==> config.mk <==
export PLATFORM = sky130hd
export DESIGN_NAME = sem_latch_bank
export DESIGN_NICKNAME = d
export VERILOG_FILES = /design/src/rtl/sem_pkg.sv /design/src/rtl/sem_port_decode.sv /design/src/rtl/sem_flag_cell.sv /design/src/rtl/sem_read_reg.sv /design/src/rtl/sem_latch_bank.sv
export SDC_FILE = /design/constraint.sdc
export NUM_CORES = 1
export LEC_CHECK = 0
export ABC_AREA = 1
export ABC_CLOCK_PERIOD_IN_PS = 1750
export CAP_MARGIN = 40
export CORE_MARGIN = 3
export CORE_UTILIZATION = 30
export DETAILED_ROUTE_END_ITERATION = 10
export PLACE_DENSITY = 0.6
export SYNTH_ARGS = -nofsm -noshare
export SYNTH_HDL_FRONTEND = slang
export SYNTH_HIERARCHICAL = 1
export SYNTH_SLANG_ARGS = --single-unit
export TNS_END_PERCENT = 30
==> constraint.sdc <==
create_clock -name clk -period 1.75 [get_ports clk]
set_clock_uncertainty 0.2 [all_clocks]
set_input_delay 0.525 -clock clk [delete_from_list [all_inputs] [get_ports clk]]
set_output_delay 0.525 -clock clk [all_outputs]
set_load 0.03 [all_outputs]
==> src/rtl/sem_pkg.sv <==
package sem_pkg;

    typedef enum logic [1:0] {
        OWN_NONE  = 2'd0,
        OWN_LEFT  = 2'd1,
        OWN_RIGHT = 2'd2
    } owner_e;

    typedef struct packed {
        logic   want_l;
        logic   want_r;
        owner_e owner;
    } flag_t;

endpackage

==> src/rtl/sem_port_decode.sv <==
module sem_port_decode #(
    parameter int NUM_SEM = 8,
    parameter int ADDR_W  = 13,
    parameter int DATA_W  = 8,
    localparam int IDX_W  = $clog2(NUM_SEM)
) (
    input  logic               sel,
    input  logic               rd,
    input  logic               wr,
    input  logic [ADDR_W-1:0]  addr,
    input  logic [DATA_W-1:0]  wdata,
    output logic [NUM_SEM-1:0] set_vec,
    output logic [NUM_SEM-1:0] clr_vec,
    output logic               rd_en,
    output logic [IDX_W-1:0]   rd_idx
);

    logic             wr_en;
    logic [IDX_W-1:0] idx;
    logic             unused_bits;

    assign idx         = addr[IDX_W-1:0];
    assign wr_en       = sel && wr;
    assign rd_en       = sel && rd;
    assign rd_idx      = idx;
    assign unused_bits = ^{addr[ADDR_W-1:IDX_W], wdata[DATA_W-1:1]};

    for (genvar i = 0; i < NUM_SEM; i++) begin : g_hit
        logic hit;
        assign hit        = wr_en && (idx == IDX_W'(i));
        assign set_vec[i] = hit && !wdata[0];
        assign clr_vec[i] = hit &&  wdata[0];
    end

endmodule

==> src/rtl/sem_flag_cell.sv <==
module sem_flag_cell
    import sem_pkg::*;
(
    input  logic clk,
    input  logic rst_n,
    input  logic set_l,
    input  logic clr_l,
    input  logic set_r,
    input  logic clr_r,
    output logic own_l,
    output logic own_r,
    output logic pend_l,
    output logic pend_r
);

    flag_t st_d, st_q;

    always_comb begin
        st_d = st_q;

        if (set_l)      st_d.want_l = 1'b1;
        else if (clr_l) st_d.want_l = 1'b0;

        if (set_r)      st_d.want_r = 1'b1;
        else if (clr_r) st_d.want_r = 1'b0;

        if (st_q.owner == OWN_LEFT && st_d.want_l)
            st_d.owner = OWN_LEFT;
        else if (st_q.owner == OWN_RIGHT && st_d.want_r)
            st_d.owner = OWN_RIGHT;
        else if (st_d.want_l)
            st_d.owner = OWN_LEFT;
        else if (st_d.want_r)
            st_d.owner = OWN_RIGHT;
        else
            st_d.owner = OWN_NONE;
    end

    always_ff @(posedge clk) begin
        if (!rst_n) st_q <= '{want_l: 1'b0, want_r: 1'b0, owner: OWN_NONE};
        else        st_q <= st_d;
    end

    assign own_l  = (st_q.owner == OWN_LEFT);
    assign own_r  = (st_q.owner == OWN_RIGHT);
    assign pend_l = st_q.want_l && !own_l;
    assign pend_r = st_q.want_r && !own_r;

endmodule

==> src/rtl/sem_read_reg.sv <==
module sem_read_reg #(
    parameter int NUM_SEM = 8,
    parameter int DATA_W  = 8,
    localparam int IDX_W  = $clog2(NUM_SEM)
) (
    input  logic               clk,
    input  logic               rst_n,
    input  logic               rd_en,
    input  logic [IDX_W-1:0]   rd_idx,
    input  logic [NUM_SEM-1:0] own_vec,
    output logic [DATA_W-1:0]  rdata
);

    logic [DATA_W-1:0] rdata_d, rdata_q;

    always_comb begin
        rdata_d = rdata_q;
        if (rd_en)
            rdata_d = {DATA_W{~own_vec[rd_idx]}};
    end

    always_ff @(posedge clk) begin
        if (!rst_n) rdata_q <= '1;
        else        rdata_q <= rdata_d;
    end

    assign rdata = rdata_q;

endmodule

==> src/rtl/sem_latch_bank.sv <==
module sem_latch_bank #(
    parameter int NUM_SEM = 8,
    parameter int ADDR_W  = 13,
    parameter int DATA_W  = 8,
    localparam int IDX_W  = $clog2(NUM_SEM)
) (
    input  logic              clk,
    input  logic              rst_n,
    input  logic              l_sel,
    input  logic              l_rd,
    input  logic              l_wr,
    input  logic [ADDR_W-1:0] l_addr,
    input  logic [DATA_W-1:0] l_wdata,
    output logic [DATA_W-1:0] l_rdata,
    input  logic              r_sel,
    input  logic              r_rd,
    input  logic              r_wr,
    input  logic [ADDR_W-1:0] r_addr,
    input  logic [DATA_W-1:0] r_wdata,
    output logic [DATA_W-1:0] r_rdata
);

    logic [NUM_SEM-1:0] set_l_vec, clr_l_vec, set_r_vec, clr_r_vec;
    logic [NUM_SEM-1:0] own_l_vec, own_r_vec, pend_l_vec, pend_r_vec;
    logic               l_rd_en, r_rd_en;
    logic [IDX_W-1:0]   l_rd_idx, r_rd_idx;

    sem_port_decode #(.NUM_SEM(NUM_SEM), .ADDR_W(ADDR_W), .DATA_W(DATA_W)) u_dec_l (
        .sel     (l_sel),
        .rd      (l_rd),
        .wr      (l_wr),
        .addr    (l_addr),
        .wdata   (l_wdata),
        .set_vec (set_l_vec),
        .clr_vec (clr_l_vec),
        .rd_en   (l_rd_en),
        .rd_idx  (l_rd_idx)
    );

    sem_port_decode #(.NUM_SEM(NUM_SEM), .ADDR_W(ADDR_W), .DATA_W(DATA_W)) u_dec_r (
        .sel     (r_sel),
        .rd      (r_rd),
        .wr      (r_wr),
        .addr    (r_addr),
        .wdata   (r_wdata),
        .set_vec (set_r_vec),
        .clr_vec (clr_r_vec),
        .rd_en   (r_rd_en),
        .rd_idx  (r_rd_idx)
    );

    for (genvar i = 0; i < NUM_SEM; i++) begin : g_flag
        sem_flag_cell u_cell (
            .clk    (clk),
            .rst_n  (rst_n),
            .set_l  (set_l_vec[i]),
            .clr_l  (clr_l_vec[i]),
            .set_r  (set_r_vec[i]),
            .clr_r  (clr_r_vec[i]),
            .own_l  (own_l_vec[i]),
            .own_r  (own_r_vec[i]),
            .pend_l (pend_l_vec[i]),
            .pend_r (pend_r_vec[i])
        );
    end

    sem_read_reg #(.NUM_SEM(NUM_SEM), .DATA_W(DATA_W)) u_rd_l (
        .clk     (clk),
        .rst_n   (rst_n),
        .rd_en   (l_rd_en),
        .rd_idx  (l_rd_idx),
        .own_vec (own_l_vec),
        .rdata   (l_rdata)
    );

    sem_read_reg #(.NUM_SEM(NUM_SEM), .DATA_W(DATA_W)) u_rd_r (
        .clk     (clk),
        .rst_n   (rst_n),
        .rd_en   (r_rd_en),
        .rd_idx  (r_rd_idx),
        .own_vec (own_r_vec),
        .rdata   (r_rdata)
    );

endmodule

After elaboration in Yosys (flattened, before gate mapping) --
Index checks and enable logic that the tools add are counted.
Cells by class: mux-type cells 68, $lt $le $gt $ge 2, bitwise operators 3, equality and inequality tests 30, reductions and logical operators 80
Operators by type and width (number):
- 1-bit logical AND | 68
- 2-bit two-way mux | 24
- 1-bit two-way mux | 42
- 3-bit == test (second input constant) | 8
- 2-bit by 1-bit == test with 1-bit output (second input constant) | 8
- 2-bit == test (second input constant) | 8
- 2-bit OR reduction | 8
- 3-bit by 2-bit == test with 1-bit output (second input constant) | 4
- 3-bit by 4-bit < comparator with 1-bit output (second input constant) | 2
- 1-bit binary-select mux with 3-bit select | 2
- 3-bit by 1-bit == test with 1-bit output (second input constant) | 2
- 3-bit logical NOT | 2
- 1-bit inverter | 3
- 1-bit logical NOT | 2
Word-level totals: register bits after elaboration 34, word-level logic and storage cells 217, input port bits 50, output and inout bits 16

Depth between registers and ports, before layout --
Gate-level depths: netlist (run 1).
depth after elaboration 9, gate-level depth with buffers 10, depth with buffers taken out 10

Cells and area by module --
Netlist (run 1), hierarchy kept.
By module, submodules not included:
- sem_flag_cell | cells an instance 29, area an instance 190.2 um^2, instances 8, sequential area each 80.1 um^2
- sem_port_decode | cells an instance 42, area an instance 196.4 um^2, instances 2, sequential area each 0.0 um^2
- sem_read_reg | cells an instance 29, area an instance 168.9 um^2, instances 2, sequential area each 20.0 um^2

Worst setup path after synthesis (run 1) --
No wires, ideal clock.
kind register to output, start point register u_rd_l/rdata[0] (netlist name), end point output l_rdata[1], arrival time 0.837 ns, slack 0.188 ns, stages on the path, launching flop included 2, cell sequence dfxtp_1 -> buf_4
RTL lines:
- to (decl) | RTL line sem_latch_bank.sv:14 | output logic [DATA_W-1:0] l_rdata,
No word-level cell between the ends.

Final worst setup path (run 1) --
start point input r_addr[2], end point register g_flag[0].u_cell/st_q[1] in the netlist's numbering
On the way: cells in the longest elaborated chain, start to end 8
RTL lines:
- from (decl) | RTL line sem_latch_bank.sv:18 | input logic [ADDR_W-1:0] r_addr,
- 3-bit logical NOT * | RTL line sem_port_decode.sv:30 | assign hit = wr_en && (idx == IDX_W'(i));
- 1-bit logical AND * | RTL line sem_port_decode.sv:30
- 1-bit logical AND * | RTL line sem_port_decode.sv:32 | assign clr_vec[i] = hit && wdata[0];
- named net clr_r_vec[0] | RTL line sem_latch_bank.sv:23 | logic [NUM_SEM-1:0] set_l_vec, clr_l_vec, set_r_vec, clr_r_vec;
- 1-bit two-way mux * | RTL line sem_flag_cell.sv:25 | else if (clr_r) st_d.want_r = 1'b0;
- 1-bit two-way mux * | RTL line sem_flag_cell.sv:24 | if (set_r) st_d.want_r = 1'b1;
- 2-bit two-way mux | RTL line sem_flag_cell.sv:33 | else if (st_d.want_r)
- 2-bit two-way mux | RTL line sem_flag_cell.sv:31 | else if (st_d.want_l)
- 2-bit two-way mux * | RTL line sem_flag_cell.sv:29 | else if (st_q.owner == OWN_RIGHT && st_d.want_r)
- to (signal assigned) | RTL line sem_flag_cell.sv:40 | if (!rst_n) st_q <= '{want_l: 1'b0, want_r: 1'b0, owner: OWN_NONE};
- to (signal assigned) | RTL line sem_flag_cell.sv:41 | else st_q <= st_d;
- to (decl) | RTL line sem_flag_cell.sv:16 | flag_t st_d, st_q;
The timed path passes the listed nets; every way through them passes the cells marked *. A chain may end at the register's enable or synchronous reset.

==> out/summary.log, run 1 <==
[outcome] outcome finished clean
[clock_tree] number of sinks driven by the clock tree 34
[drt] final routed wire length divided by cell count 9.386 um
[drt] iteration count of the initial detailed-routing pass 4
[setup_path] Worst EP required 1.73 ns
[synth] cell count after synthesis 342
[flow_run] max-cap violation count 0
[sta] final critical path time including I/O delays and setup 1.612 ns
[sta] RSZ-0062 raised after global routing false
[placed_design] HPWL after DPL 3574 um
[clock_tree] Max clock buf depth 2
[synth] mapped cell area 2132 sq um
[global_route] number of global-route vias before repair 1737
[floorplan] Die Span Y 90.30 um
[drt] number of vias per cell 3.941
[clock_tree] CTS tree built
[layout] Layout Nets 425
[placed_design] RePlAce Congestion 0.8068
[setup_path] Critical Path Start Type input pin
[layout] Area growth, synth to finish 24.24%
[sta] hold violation total from the final report 0
[power_and_ir_drop] total power consumption of the routed design 1.685 mW
[layout] layout cell share with drive strength beyond 1 25.80%
[setup_path] CP arrival 1.59 ns
[synth] Mapped Avg Cell Area 6.234 sq um
[power_and_ir_drop] peak ir drop on the vdd network 0.4364 mV
[min_path] HP Class flip-flop to flip-flop
[setup_path] startpoint-to-endpoint class of the critical path input pin to flip-flop
[floorplan] number of rows created at floorplan 30
[layout] Filler Cell Count 767
[power_and_ir_drop] total power divided by cell area 636.1 nW/um^2
[drt] routed wire length 4430 um
[clock_tree] Clk pin slew, worst setup/hold paths 0.07 ns
[setup_path] kind of capture point of the worst setup path flip-flop
[clock_tree] number of post-CTS setup repair buffers 0
[synth] number of nets in the synthesized netlist 392
[placed_design] number of buffer cells added on primary ports 31
[drt] starting DRC count in detailed routing 111
[sta] final slew viol count 0
[drt] remaining design rule violation count 0
[layout] count of inserted antenna diode cells 0
[setup_path] Max FO, Critical Path 4
[floorplan] area of the die 8154 sq um
[sta] f_max 620.4 MHz
[global_route] global-route wire length before repair 7548 um
[power_and_ir_drop] standby leakage power 1.347 nW
[global_route] number of antenna violations at the first check in global routing 0
[clock_tree] worst skew pair latency 0.29 ns
[floorplan] starting density of the core 31.21%
[sta] hold slack 0.3319 ns
[sta] crit share post-route 92.10%
[clock_tree] CTS Buf Count 5
[sta] Least-Margin Pin Slew 0.2879 ns
[clock_tree] CTS root buffer sky130_fd_sc_hd__clkbuf_8
[synth] synth warn 6
[global_route] pin count of the biggest net entering global routing 12
[sta] Finish-stage setup viols 0
[clock_tree] depth of the CTS H-tree 2
[drt] Final ANT Viol Nets 0
[drt] via total after detailed routing 1860
[sta] relative slew slack 80.80%
[floorplan] IO Pins 66
[layout] area of all sequential standard cells 683.2 sq um
[global_route] GRT Total Usage 11.53%
[layout] total area of multi-input combinational cells 992.2 sq um
[global_route] residual overflow from global routing 0
[floorplan] horizontal extent of the die 90.30 um
[floorplan] standard cell core area 6832 sq um
## metal layers
layer,global-route usage (%),wire length [um]
met1,14.47,2154
met2,19.98,2118
met3,2.250,101
met4,3.444,56
met5,0,0
## registers in the layout (all words and copies together), names as in the netlist
name	flops
u_rd_l/rdata	1
g_flag.u_cell/st_q	32
u_rd_r/rdata	1
## path summary, 6_finish.rpt
path,startpoint,endpoint,depth (start not counted),slack (ns)
hold reg to reg,g_flag[4].u_cell/st_q[2],g_flag[4].u_cell/st_q[0],3,0.33
setup reg to reg,g_flag[1].u_cell/st_q[0],u_rd_l/rdata[0],7,0.45
hold / removal,g_flag[4].u_cell/st_q[2],g_flag[4].u_cell/st_q[0],3,0.33
setup / recovery,r_addr[2],g_flag[0].u_cell/st_q[1],10,0.14
## area by class of cell
class                           count  area share, %
Clock buffer                        6          3.118
Multi-Input combinational cell    198          37.46
Inverter                           88          12.56
Timing Repair Buffer               48          16.06
Tap cell                           96          4.535
Sequential cell                    34          25.79
Clock inverter                      2         0.4724
## where the power goes
group	switching [mW]	internal [mW]
Sequential	0.0113	0.786
Combinational	0.163	0.111
Clock	0.297	0.316
## what timing repair did
| item | 4_1_cts | 5_1_grt |
|---|---|---|
| endpoints found under the setup margin | 22 | 41 |
| resized for setup | 9 | 17 |
| hold buffers | 0 | 0 |
| pin swaps | 0 | 3 |
## metrics by stage
step	TNS (ns)	util, %	worst slack [ns]	instances	area, sq um
after floorplan	0	-	0.1884	342	2132
after global placement	-10.73	36.56	-0.4134	464	2497
after detailed placement	-11.02	36.56	-0.4357	464	2497
after CTS	-0.001836	38.11	-0.001836	472	2604
after global routing	0	38.77	0.01200	472	2649
final	0	38.77	0.1382	472	2649
## placed cells by master, fill, tap and decap left out, drive strengths merged
master,count
nand2,94
inv,88
nor2,58
dfxtp,34
buf,33
nand3,16
a21oi,16
nor3,12
dlymetal6s2s,7
clkbuf,6
dlygate4sd2,5
clkdlybuf4s50,3
a21boi,2
clkinvlp,1
clkinv,1
## critical path, cell delays in order
cell	delay (ns)
sky130_fd_sc_hd__dlygate4sd2_1	0.26
sky130_fd_sc_hd__buf_4	0.15
sky130_fd_sc_hd__nor2_4	0.13
sky130_fd_sc_hd__nand2_1	0.10
sky130_fd_sc_hd__nor2_1	0.11
sky130_fd_sc_hd__inv_1	0.05
sky130_fd_sc_hd__nand2_1	0.07
sky130_fd_sc_hd__nand2_1	0.05
sky130_fd_sc_hd__nand2_1	0.09
sky130_fd_sc_hd__nor2_2	0.05
No activity file was read; power rests on OpenSTA's default activity.
==> run 2, diff against run 1 <==
--- a/config.mk
+++ b/config.mk
@@ -8,10 +8,12 @@
 export ABC_AREA = 1
 export ABC_CLOCK_PERIOD_IN_PS = 1750
 export CAP_MARGIN = 40
+export CELL_PAD_IN_SITES_DETAIL_PLACEMENT = 1
+export CELL_PAD_IN_SITES_GLOBAL_PLACEMENT = 2
 export CORE_MARGIN = 3
-export CORE_UTILIZATION = 30
+export CORE_UTILIZATION = 24
 export DETAILED_ROUTE_END_ITERATION = 10
-export PLACE_DENSITY = 0.6
+export PLACE_DENSITY = 0.85
 export SYNTH_ARGS = -nofsm -noshare
 export SYNTH_HDL_FRONTEND = slang
 export SYNTH_HIERARCHICAL = 1
==> run 2 against run 1 <==
- register-to-register slack about the same
- critical path depth down 9
- final area up 1.8%
==> out/summary.log, run 2 (synthesis results as in run 1) <==
[setup_path] Critical Path Start Type flip-flop
[power_and_ir_drop] power spent charging and discharging nets 0.4849 mW [+3.0%]
[layout] final core utilization 32.01% [-6.8 points]
[floorplan] number of rows created at floorplan 33 [+10%]
[layout] leading cell types in the layout, fill and taps excluded sky130_fd_sc_hd__nand2_1, sky130_fd_sc_hd__inv_1, sky130_fd_sc_hd__nor2_1
[layout] count of inserted antenna diode cells 0 [unchanged]
[power_and_ir_drop] Cell Int Power 1.323 mW [+9.0%]
[drt] via total after detailed routing 1947 [+4.7%]
[layout] Layout Nets 427 [+0.47%]
[power_and_ir_drop] peak ir drop on the vdd network 0.3842 mV [-12%]
[min_path] HP Class flip-flop to flip-flop
[global_route] GRT Total Usage 11.45% [-0.082 points]
[min_path] hold_sp g_flag[0].u_cell/st_q[3]
[clock_tree] number of sinks driven by the clock tree 34 [unchanged]
[setup_path] max incr delay on CP 0.41 ns [+0.15 ns]
[sta] crit share post-route 91.79% [-0.31 points]
[layout] leading cell type in the layout, fill and taps excluded sky130_fd_sc_hd__nand2_1
[setup_path] reg2reg end u_rd_l/rdata[0]
[placed_design] HPWL after DPL 4436 um [+24%]
[setup_path] CP arrival 0.88 ns [-0.71 ns]
[min_path] number of cells traversed by the worst hold path 3 [unchanged]
[global_route] number of antenna violations at the first check in global routing 0 [unchanged]
[placed_design] RePlAce Congestion 0.7428 [-7.9%]
[min_path] end point of the worst hold path g_flag[0].u_cell/st_q[1]
[setup_path] startpoint-to-endpoint class of the critical path flip-flop to primary output
[setup_path] worst reg2reg path startpoint g_flag[4].u_cell/st_q[0]
[drt] final routed wire length divided by cell count 11.10 um [+18%]
[sta] RSZ-0062 raised after global routing false
[layout] Area growth, synth to finish 26.47%
[clock_tree] CTS hold repair buffers 0 [unchanged]
[setup_path] Top Family by Delay on Critical Path flip-flops
[power_and_ir_drop] total power divided by cell area 670.5 nW/um^2 [+5.4%]
[setup_path] Worst EP required 1.02 ns [-0.71 ns]
[flow_run] max-cap violation count 0 [unchanged]
[power_and_ir_drop] proportion of power drawn by the clock network 40.2% [+3.8 points]
[global_route] global-route wire length before repair 9121 um [+21%]
[drt] remaining design rule violation count 0 [unchanged]
[drt] Final ANT Viol Nets 0 [unchanged]
[sta] hold violation total from the final report 0 [unchanged]
[sta] Least-Margin Pin Slew 0.2215 ns [-0.06640 ns]
[clock_tree] Clk pin slew, worst setup/hold paths 0.07 ns [about the same]
[floorplan] horizontal extent of the die 100.3 um [+11%]
[sta] Sum Neg Setup Slack 0 ns [unchanged]
[layout] number of flip-flops in the largest register 32 [unchanged]
[sta] Finish-stage setup viols 0 [unchanged]
[power_and_ir_drop] register share of total power 44.2% [-3.1 points]
[power_and_ir_drop] standby leakage power 1.324 nW [-1.7%]
[drt] routed wire length 5360 um [+21%]
[floorplan] Die Span Y 100.3 um [+11%]
[power_and_ir_drop] share of power burned in combinational logic 15.6% [-0.7 points]
[clock_tree] depth of the CTS H-tree 2 [unchanged]
[clock_tree] CTS Buf Count 5 [unchanged]
[floorplan] IO Pins 66 [unchanged]
[clock_tree] Max clock buf depth 2 [unchanged]
[setup_path] slowest library cell on the worst path sky130_fd_sc_hd__dfxtp_2
[sta] hold slack 0.3323 ns [+0.0004600 ns]
[global_route] number of global-route vias before repair 2033 [+17%]
[clock_tree] worst skew pair latency 0.28 ns [about the same]
[power_and_ir_drop] switching power as a share of total power 26.82% [-1.1 points]
[floorplan] standard cell core area 8423 sq um [+23%]
[setup_path] cells traversed along the worst timing path buf_4
[outcome] outcome finished clean
[drt] number of vias per cell 4.031 [+2.3%]
[setup_path] Reg2Reg Depth 7 [unchanged]
[setup_path] Max FO, Critical Path 9 [+5]
[setup_path] slack of the worst reg-to-reg path 0.44 ns [about the same]
[sta] final slew viol count 0 [unchanged]
[global_route] pin count of the biggest net entering global routing 12 [unchanged]
[drt] iteration count of the initial detailed-routing pass 4 [unchanged]
[global_route] residual overflow from global routing 0 [unchanged]
[sta] final critical path time including I/O delays and setup 1.606 ns [-0.005500 ns]
[layout] Top reg by flops g_flag.u_cell/st_q
[setup_path] worst path bufs/invs 1 [-2]
[placed_design] number of buffer cells added on primary ports 31 [unchanged]
[layout] layout cell share with drive strength beyond 1 26.98% [+1.2 points]
[clock_tree] CTS tree built
[floorplan] area of the die 10050 sq um [+23%]
[setup_path] kind of capture point of the worst setup path primary output
[clock_tree] CTS root buffer sky130_fd_sc_hd__clkbuf_8
[floorplan] starting density of the core 25.31% [-5.9 points]
[sta] relative slew slack 85.18% [+4.4 points]
[drt] starting DRC count in detailed routing 12 [-89%]
[sta] f_max 622.6 MHz [+0.34%]
## run 2: cell count changes in the layout (fill, tap and decap cells not counted), sizes merged
cell,previous run,this run
dlymetal6s2s,7,2
buf,33,35
bufinv,0,1
clkbuf,6,7
clkinv,1,0
dlygate4sd2,5,9
## run 2: layout make-up
class / instances / area [sq um]
Clock inverter: 2 / 37.54
Tap cell: 105 / 131.4
Fill cell: 1117 / 5727
Sequential cell: 34 / 683.2
Clock buffer: 6 / 72.57
Inverter: 88 / 332.8
Multi-Input combinational cell: 198 / 1017
Timing Repair Buffer: 50 / 421.7
## run 2: power by group through the flow
stage / Sequential [mW] / Clock [mW] / Combinational, mW
final: 0.798 / 0.728 / 0.282
after global routing: 0.801 / 0.795 / 0.310
after detailed placement: 0.816 / 0 / 0.282
after CTS: 0.798 / 0.751 / 0.282
after floorplan: 0.819 / 0 / 0.173
after global placement: 0.815 / 0 / 0.278
## run 2: metal layers
layer / vias up / GRT usage, % / share of wire (%)
met1: 867 / 15.01 / 49
met5: - / 0 / 0
li1: 1046 / - / -
met2: 32 / 19.37 / 47
met4: 0 / 3.109 / 0.56
met3: 2 / 1.946 / 3.8
## run 2: worst max path at each step
stage | startpoint | slack [ns] | cells past startpoint | to
CTS | u_rd_r/rdata[0] | 0.008 | 1 | r_rdata[3]
detailed placement | r_sel | -0.42 | 10 | g_flag[0].u_cell/st_q[1]
floorplan | u_rd_l/rdata[0] | 0.19 | 1 | l_rdata[1]
global placement | r_addr[2] | -0.39 | 10 | g_flag[0].u_cell/st_q[1]
finish | u_rd_r/rdata[0] | 0.14 | 1 | r_rdata[4]
global route | l_wr | 0.02 | 10 | g_flag[3].u_cell/st_q[3]
## run 2: stage by stage
step                      instance area (sq um)  total power, mW  worst slack (ns)  instances
after floorplan                            2132           0.9927            0.1884        342
after global placement                     2524            1.093           -0.3876        475
after detailed placement                   2524            1.098           -0.4211        475
after CTS                                  2663            1.831          0.008088        483
after global routing                       2696            1.906           0.02329        483
final                                      2696            1.808            0.1437        483
## run 2: timing repair
item | in CTS | in global routing
gates resized for setup | 20 | 14
pin swaps | 2 | 0
setup buffers | 0 | 0
endpoints found under the hold margin | 0 | 0
setup endpoints to repair | 31 | 36
